$ cat config.mk
export PLATFORM = sky130hd
export DESIGN_NAME = phy_ctrl_bank
export DESIGN_NICKNAME = d
export VERILOG_FILES = /design/src/rtl/phyreg_pkg.sv /design/src/rtl/phyreg_mask_reg.sv /design/src/rtl/phyreg_sync.sv /design/src/rtl/phyreg_rd_mux.sv /design/src/rtl/phy_ctrl_bank.sv
export SDC_FILE = /design/constraint.sdc
export NUM_CORES = 1
export LEC_CHECK = 0
export ABC_AREA = 1
export CORE_MARGIN = 2
export CORE_UTILIZATION = 55
export CTS_CLUSTER_SIZE = 16
export DETAILED_ROUTE_END_ITERATION = 8
export GPL_TIMING_DRIVEN = 0
export HOLD_SLACK_MARGIN = 0.05
export PLACE_DENSITY_LB_ADDON = 0.15
export SYNTH_ARGS = -nofsm -noshare
export SYNTH_HDL_FRONTEND = slang
export SYNTH_HIERARCHICAL = 1
export SYNTH_SLANG_ARGS = --single-unit
$ cat constraint.sdc
create_clock -name clk -period 2.1 [get_ports clk]
set_clock_uncertainty 0.2 [all_clocks]
set_input_delay 0.315 -clock clk [delete_from_list [all_inputs] [get_ports clk]]
set_output_delay 0.315 -clock clk [all_outputs]
set_load 0.1 [all_outputs]
$ cat src/rtl/phyreg_pkg.sv
// Package: shared constants for the PHY control register bank.
// Assumes a 16-bit register payload and a 10-bit pad-control group.
package phyreg_pkg;
    localparam int REG_TAP     = 0;
    localparam int REG_AUX     = 1;
    localparam int REG_PULL_EN = 2;
    localparam int REG_PULL_UP = 3;
    localparam int REG_OD_REL  = 4;
    localparam int REG_OD_EN   = 5;
    localparam int REG_PWR     = 6;
    localparam int PAD_W       = 10;
    localparam int STAT_W      = 6;
endpackage

$ cat src/rtl/phyreg_mask_reg.sv
// Module: one control register with a per-bit write mask.
// The upper W bits of wr_word are the mask and the lower W bits the data.
// Assumes wr_sel is already decoded for this register.
module phyreg_mask_reg #(
    parameter int W = 16
) (
    input  logic           clk,
    input  logic           rst_n,
    input  logic           wr_sel,
    input  logic [2*W-1:0] wr_word,
    output logic [W-1:0]   q
);
    logic [W-1:0] mask;
    logic [W-1:0] data;

    // Split the write word into its mask and data halves.
    assign mask = wr_word[2*W-1:W];
    assign data = wr_word[W-1:0];

    // Update only the bits whose mask bit is set; reset clears the register.
    always_ff @(posedge clk) begin
        if (!rst_n)      q <= '0;
        else if (wr_sel) q <= (q & ~mask) | (data & mask);
    end


    idle_hold_chk: assert property (@(posedge clk) disable iff (!rst_n)
        !wr_sel |=> $stable(q));

    masked_hold_chk: assert property (@(posedge clk) disable iff (!rst_n)
        wr_sel |=> (((q ^ $past(q)) & ~$past(mask)) == '0));

    enabled_take_chk: assert property (@(posedge clk) disable iff (!rst_n)
        wr_sel |=> (((q ^ $past(data)) & $past(mask)) == '0));
endmodule

$ cat src/rtl/phyreg_sync.sv
// Module: a flop-chain synchroniser for a vector of slow status levels.
// Assumes each multi-bit input is held stable for several cycles.
module phyreg_sync #(
    parameter int W      = 6,
    parameter int STAGES = 2
) (
    input  logic         clk,
    input  logic         rst_n,
    input  logic [W-1:0] din,
    output logic [W-1:0] dout
);
    logic [W-1:0] stage [STAGES];
    logic [1:0]   age;

    // Shift the inputs through the stage chain.
    always_ff @(posedge clk) begin
        if (!rst_n) begin
            for (int i = 0; i < STAGES; i++) stage[i] <= '0;
        end else begin
            stage[0] <= din;
            for (int i = 1; i < STAGES; i++) stage[i] <= stage[i-1];
        end
    end

    assign dout = stage[STAGES-1];

    // Count cycles since reset so the lag check only looks back over valid history.
    always_ff @(posedge clk) begin
        if (!rst_n)            age <= '0;
        else if (age != 2'd3)  age <= age + 2'd1;
    end

    generate
        if (STAGES == 2) begin : g_lag_chk

            sync_lag_chk: assert property (@(posedge clk) disable iff (!rst_n)
                (age == 2'd3) |-> (dout == $past(din, 2)));
        end
    endgenerate
endmodule

$ cat src/rtl/phyreg_rd_mux.sv
// Module: read-back selection for the register bank.
// Returns a control register, the status word, or zero for an unmapped or misaligned offset.
module phyreg_rd_mux #(
    parameter int REG_W    = 16,
    parameter int NUM_CTRL = 7,
    parameter int IDX_W    = 4,
    parameter int STAT_IDX = 8
) (
    input  logic [IDX_W-1:0]   idx,
    input  logic               aligned,
    input  logic [REG_W-1:0]   ctrl [NUM_CTRL],
    input  logic [REG_W-1:0]   status,
    output logic [2*REG_W-1:0] rdata
);
    // Pick the addressed word; upper half is always zero.
    always_comb begin
        rdata = '0;
        if (aligned) begin
            for (int i = 0; i < NUM_CTRL; i++)
                if (idx == IDX_W'(i)) rdata[REG_W-1:0] = ctrl[i];
            if (idx == IDX_W'(STAT_IDX)) rdata[REG_W-1:0] = status;
        end
    end
endmodule

$ cat src/rtl/phy_ctrl_bank.sv
// Module: PHY control register bank, the top level.
// Seven masked-write control registers drive the PHY fields in parallel, and one
// read-only status word shows synchronised PHY status. Assumes single-cycle
// write strobes and byte offsets on bus_addr.
module phy_ctrl_bank
    import phyreg_pkg::*;
#(
    parameter int ADDR_W   = 6,
    parameter int REG_W    = 16,
    parameter int NUM_CTRL = 7,
    parameter int STAT_IDX = 8
) (
    input  logic                 clk,
    input  logic                 rst_n,
    input  logic                 bus_wr,
    input  logic [ADDR_W-1:0]    bus_addr,
    input  logic [2*REG_W-1:0]   bus_wdata,
    output logic [2*REG_W-1:0]   bus_rdata,
    input  logic                 cal_done_in,
    input  logic                 dll_ready_in,
    input  logic [3:0]           rtrim_in,
    output logic [1:0]           dll_freq_sel,
    output logic                 otap_en,
    output logic [3:0]           otap_sel,
    output logic                 itap_win,
    output logic [4:0]           itap_sel,
    output logic                 itap_en,
    output logic [REG_W-1:0]     aux_ctrl,
    output logic [PAD_W-1:0]     pull_en,
    output logic [PAD_W-1:0]     pull_up,
    output logic [PAD_W-1:0]     od_release,
    output logic [PAD_W-1:0]     od_en,
    output logic [3:0]           dll_trim,
    output logic [2:0]           drv_type,
    output logic                 dll_en,
    output logic                 phy_pwr_up
);
    localparam int IDX_W = ADDR_W - 2;

    logic [IDX_W-1:0]    idx;
    logic                aligned;
    logic [NUM_CTRL-1:0] wr_sel;
    logic [REG_W-1:0]    ctrl_q [NUM_CTRL];
    logic [STAT_W-1:0]   stat_sync;
    logic [REG_W-1:0]    stat_word;

    // Turn the byte offset into a word index plus an alignment flag.
    assign idx     = bus_addr[ADDR_W-1:2];
    assign aligned = (bus_addr[1:0] == 2'b00);

    // Raise the write select of the one register the offset addresses.
    always_comb begin
        for (int i = 0; i < NUM_CTRL; i++)
            wr_sel[i] = bus_wr && aligned && (idx == IDX_W'(i));
    end

    generate
        for (genvar g = 0; g < NUM_CTRL; g++) begin : g_reg
            phyreg_mask_reg #(.W(REG_W)) u_reg (
                .clk     (clk),
                .rst_n   (rst_n),
                .wr_sel  (wr_sel[g]),
                .wr_word (bus_wdata),
                .q       (ctrl_q[g])
            );

            stat_write_ignored_chk: assert property (@(posedge clk) disable iff (!rst_n)
                (bus_wr && idx == IDX_W'(STAT_IDX)) |=> $stable(ctrl_q[g]));
        end
    endgenerate

    phyreg_sync #(.W(STAT_W), .STAGES(2)) u_sync (
        .clk   (clk),
        .rst_n (rst_n),
        .din   ({cal_done_in, dll_ready_in, rtrim_in}),
        .dout  (stat_sync)
    );

    // Place the synchronised status in bits 6:1 of the status word.
    assign stat_word = REG_W'({stat_sync, 1'b0});

    phyreg_rd_mux #(
        .REG_W    (REG_W),
        .NUM_CTRL (NUM_CTRL),
        .IDX_W    (IDX_W),
        .STAT_IDX (STAT_IDX)
    ) u_rd (
        .idx     (idx),
        .aligned (aligned),
        .ctrl    (ctrl_q),
        .status  (stat_word),
        .rdata   (bus_rdata)
    );

    // Spread the register fields onto the PHY control outputs.
    assign itap_en      = ctrl_q[REG_TAP][0];
    assign itap_sel     = ctrl_q[REG_TAP][5:1];
    assign itap_win     = ctrl_q[REG_TAP][6];
    assign otap_sel     = ctrl_q[REG_TAP][10:7];
    assign otap_en      = ctrl_q[REG_TAP][11];
    assign dll_freq_sel = ctrl_q[REG_TAP][13:12];
    assign aux_ctrl     = ctrl_q[REG_AUX];
    assign pull_en      = ctrl_q[REG_PULL_EN][PAD_W-1:0];
    assign pull_up      = ctrl_q[REG_PULL_UP][PAD_W-1:0];
    assign od_release   = ctrl_q[REG_OD_REL][PAD_W-1:0];
    assign od_en        = ctrl_q[REG_OD_EN][PAD_W-1:0];
    assign phy_pwr_up   = ctrl_q[REG_PWR][0];
    assign dll_en       = ctrl_q[REG_PWR][1];
    assign drv_type     = ctrl_q[REG_PWR][6:4];
    assign dll_trim     = ctrl_q[REG_PWR][12:9];


    reset_powered_down_chk: assert property (@(posedge clk) disable iff (!rst_n)
        !$past(rst_n) |-> (!phy_pwr_up && !dll_en && aux_ctrl == '0));

    unmapped_read_zero_chk: assert property (@(posedge clk) disable iff (!rst_n)
        (idx == IDX_W'(NUM_CTRL) || idx > IDX_W'(STAT_IDX)) |-> (bus_rdata == '0));

    upper_half_zero_chk: assert property (@(posedge clk) disable iff (!rst_n)
        bus_rdata[2*REG_W-1:REG_W] == '0);
endmodule

# Word level (Yosys, flattened, before mapping)
# Memories as Yosys holds them, arrays and structs flattened.
# Index checks and enable logic that the tools add are counted.
# totals
ff_bits	112
ram_bits	12
inputBits	47
out_inout_bits	111
elab_cells	56
n_memories	1
# memory_table
name	depth	word_bits	read_ports	rd_ports_with_merged_regs	wr	line_no	rtl
u_sync.stage	2	6	2	0	2	phyreg_sync.sv:12	logic [W-1:0] stage [STAGES];
# op_classes
eq_ne	7
mux	13
bitwise_logic	18
n_reduce_logical	10
# op_table
operator	count
two-way mux 16 bit	9
AND 16 bit	8
OR 16 bit	7
inverter 16 bit	1
equality test 4 x 3 -> 1 bit, second input constant	3
two-way mux 6 bit	2
equality test 4 x 2 -> 1 bit, second input constant	2
logical AND 1 bit	8
equality test 4 x 1 -> 1 bit, second input constant	1
equality test 4 bit, second input constant	1
logical NOT 4 bit	1
logical NOT 2 bit	1
two-way mux 1 bit	2
OR 1 bit	2

# Longest topological paths before layout
# logic_depth
word_depth	10
ltp_mapped	10
mapped_depth_nobuf	8

# Cells and area by module
# Netlist, hierarchy kept.
# modules_own_cells
mod	n_inst	cells_each	area_per_inst_um2
phyreg_mask_reg	7	116	745.7
phyreg_rd_mux	1	278	1387.6
phyreg_sync	1	43	386.6
phy_ctrl_bank	1	27	106.4

# Least setup slack after synthesis
# Ideal clock, no wire load.
# synth_timing
kind	register to output
from	register with a tool-made name
to	output bus_rdata[3]
arrival_ns	2.814
path_slack_ns	-1.229
stages_incl_launch_ff	7
path_buffers	0
path_cell_list	dfxtp_1 > nand3_1 > nand3_1 > nand2_1 > nand4_1 > nand2_1 > a21oi_1
# synth_rtl
item	line_no	rtl
to (decl)	phy_ctrl_bank.sv:18	output logic [2*REG_W-1:0] bus_rdata,

# Final worst setup path
# layout_timing
from	input bus_addr[4]
to	output bus_rdata[15]
# layout_between
elab_chain_len	10
word_cells_on_any_way	17
cone_classes	7 x eq/ne; 9 x mux; 1 x reduce/logical
# layout_rtl
item	line_no	rtl
from (decl)	phy_ctrl_bank.sv:16	input logic [ADDR_W-1:0] bus_addr,
logical NOT 4 bit	phyreg_rd_mux.sv:20	if (idx == IDX_W'(i)) rdata[REG_W-1:0] = ctrl[i];
two-way mux 16 bit (7 in series)	phyreg_rd_mux.sv:20	
two-way mux 16 bit (*)	phyreg_rd_mux.sv:21	if (idx == IDX_W'(STAT_IDX)) rdata[REG_W-1:0] = status;
two-way mux 16 bit (*)	phyreg_rd_mux.sv:18	if (aligned) begin
# Mark *: on every way between the ends. The rest lies on a longest branch, timed or not.

==> results.md <==
* CTS root buffer: clkbuf_16
* CP Max Fanout at 10
* Antenna diodes at 0
* Synth Area in Adders at 0
* # Max-Cap Violations at 0
* Post-synthesis mux area share at 0
* CTS clock-pin slew for the worst setup and hold paths at 0.05 ns
* Die outline height at 117.6 um
* Combinational share of power at 0.138
* Vias in the first global route at 7,573
* Quantity of hold-fixing buffers added after cts at 0
* Sw Share at 0.2673
* Syn Inst Count at 1,160
* Setup slack after layout at -0.1564 ns
* Highest metal used: met4
* Cell Area, Synth at 0.007101 mm2
* Worst Setup Start Kind: input port
* YS warnings at 6
* Ys flop type: dfxtp_1
* Post-synth top area share at 0.3496
* Met2 wire len at 11,440 um
* Fin nets at 1,411
* DRT met1 WL at 9489 um
* Layout cells sized above 1 at 0.2869
* Worst slew pin tran at 0.5783 ns
* Die Width at 117.6 um
* Drt drc at 0
* Status: complete, but fails checks
* Critical path class: input port to primary output
* Post-Route WL at 25,280 um
* Area growth from synthesis to final layout at 45.18%
* Count of boundary I/O pins at 158
* Initial Util at 0.5627
* Largest net degree at the start of global routing at 17
* Largest cells by area after synthesis: dfxtp_1 (35%), nand2_1 (22%), nor2_1 (14%), inv_1 (7.0%), nand2_2 (4.0%)
* Post-Synth XOR/XNOR Area at 0
* Largest family of logic cells by synthesized area: simple AND/OR/NAND/NOR gates
* Number of port buffers at 141
* Vias at 8,058
* Routability Congestion at 0.9083
* Core Rows at 41
* Post-DRT Antenna Nets at 0
* Internal Power at 0.004506 W
* Met3 routed WL at 2846 um
* Yosys reg bits at 124
* Clk buf depth at 2
* Total power at 0.006150 W
* Async SR Flop Fraction at 0
* H-tree depth at 4
* Die area at 0.01383 mm2
* Finished Layout Cells at 1,549
* Most frequent cells after synthesis: nand2_1 (407), nor2_1 (260), inv_1 (133)
* Routed WL per cell at 16.32 um
* Area leader, netlist: dfxtp_1
* Failing checks: negative setup slack
* Util after Layout at 0.8169
* HP Class: input port to flip-flop
* Power Density at 596.6 mW/mm2
* CTS tree: built
* Inserted Clock Buffers at 17
* HPWL after detailed placement at 15,620 um
* Yosys cell types at 25
* Count leader, synth: nand2_1
* Clock power share at 0.476
* Rel. slew slack at 0.6163
* Fin. Hold Viols at 0
* Sequential power share at 0.386
* Core area at 0.01262 mm2
* Unrepaired setup endpoints after global routing: yes
* Setup violations, final at 16
* Clock tree sinks at 124
* Fmax at 0.4432 GHz
* Pre-antenna DRT Iters at 5
* Fin Setup TNS at -1.558 ns
* Seq/Total Area, Yosys at 0.3496
* Initial DRC count at 939
* Tcrit/Tclk final at 1.074
* Via density per instance at 5.202
* GRT overflow at 0
* Slew Limit Fails at 0
* Final Critical Period at 2.256 ns
* First-pass GRT wire length at 38,550 um
* Post-Place Worst Slack at -1.834 ns
* Antenna violations before repair at 0
* WP data required at 1.58 ns
* Worst IR Drop VDD at 0.5435 mV
* Worst path arrival time at 1.74 ns
* Worst skew pair latency at 0.42 ns
* Placed insts at 1,497
* GR Util All Layers at 0.3566
* NetSw at 0.001644 W
* Leak Pwr at 4.990 nW
* Synth Area in Simple Gates at 0.4752
* Compound-Gate Fraction of Synth Area at 0.01410
* Number of synthesized flops with an enable pin at 0
* Worst Setup End Kind: primary output
* Syn Area/Cell at 6.121 um2
==> layer usage <==
metal | up-vias | track usage
li1 | 3814 | -
met1 | 3590 | 0.4223
met2 | 522 | 0.5974
met3 | 132 | 0.07510
met4 | 0 | 0.2048
met5 | - | 0
==> per-stage QoR <==
| stage | hold slack, ns | area [um2] |
|---|---|---|
| floorplan | 0.1856 | 7446 |
| global placement | 0.1901 | 9072 |
| detailed placement | 0.1966 | 9072 |
| finish | 0.2289 | 10310 |
| CTS | 0.2092 | 10250 |
| global route | 0.2304 | 10310 |
==> cell usage in the layout, fill, tap and decap left out, drive strengths merged, types with 2 or more instances in the layout <==
master           n
clkdlybuf4s15   73
clkdlybuf4s50   42
or2             20
a21oi            4
inv            137
o21ai           16
clkinv           2
buf             89
nor2           267
nand4           16
nand3           53
clkbuf          54
dfxtp          124
conb            26
nand2          452
==> layout make-up <==
cell class | count | area (um2)
plain buffers | 68 | 714.4
clock buffers | 29 | 583.1
clock inverters | 3 | 16.27
fillers | 844 | 2311
inverters | 136 | 513.0
multi-input cells | 856 | 3790
flip-flops and latches | 124 | 2596
well taps | 172 | 215.2
repair buffers | 161 | 1881
==> cells by family after synthesis <==
family / count (synthesis)
AO/OA/AOI/OAI: 20
AND/OR/NAND/NOR: 810
other: 2
flip-flops: 124
buffers and inverters: 204
==> worst max-delay path, cell delays in order <==
cell     delay [ns]
buf_8          0.11
nor2_4         0.15
buf_6          0.16
buf_8          0.14
nand3_1        0.09
nand3_1        0.08
nand2_1        0.09
nand4_1        0.11
nand2_2        0.08
a21oi_4        0.20
buf_12         0.20
==> worst paths after layout <==
check | start | to | slack, ns | cells past startpoint
worst max-delay path | bus_addr[4] | bus_rdata[15] | -0.16 | 11
worst min-delay path | rtrim_in[2] | u_sync/stage[0][2] | 0.23 | 3
worst max register to register | flip-flop | flip-flop | 1.12 | 4
worst min register to register | u_sync/stage[0][3] | u_sync/stage[0][9] | 0.23 | 2
==> power by group through the flow <==
stage	registers, W	clock network, W	logic (W)
finish	0.00238	0.00292	0.000849
global route	0.00238	0.00304	0.000873
CTS	0.00238	0.00294	0.000811
detailed placement	0.00243	0	0.000732
global placement	0.00243	0	0.000729
floorplan	0.00247	0	0.000410
==> repair_timing <==
action | 4_1_cts | 5_1_grt
cloned | 2 | 0
hold endpoints to repair | 0 | 0
resized for setup | 470 | 22
setup endpoints to repair | 95 | 25
setup buffers | 12 | 6
pin swaps | 29 | 14
No activity file was read; power rests on OpenSTA's default activity.
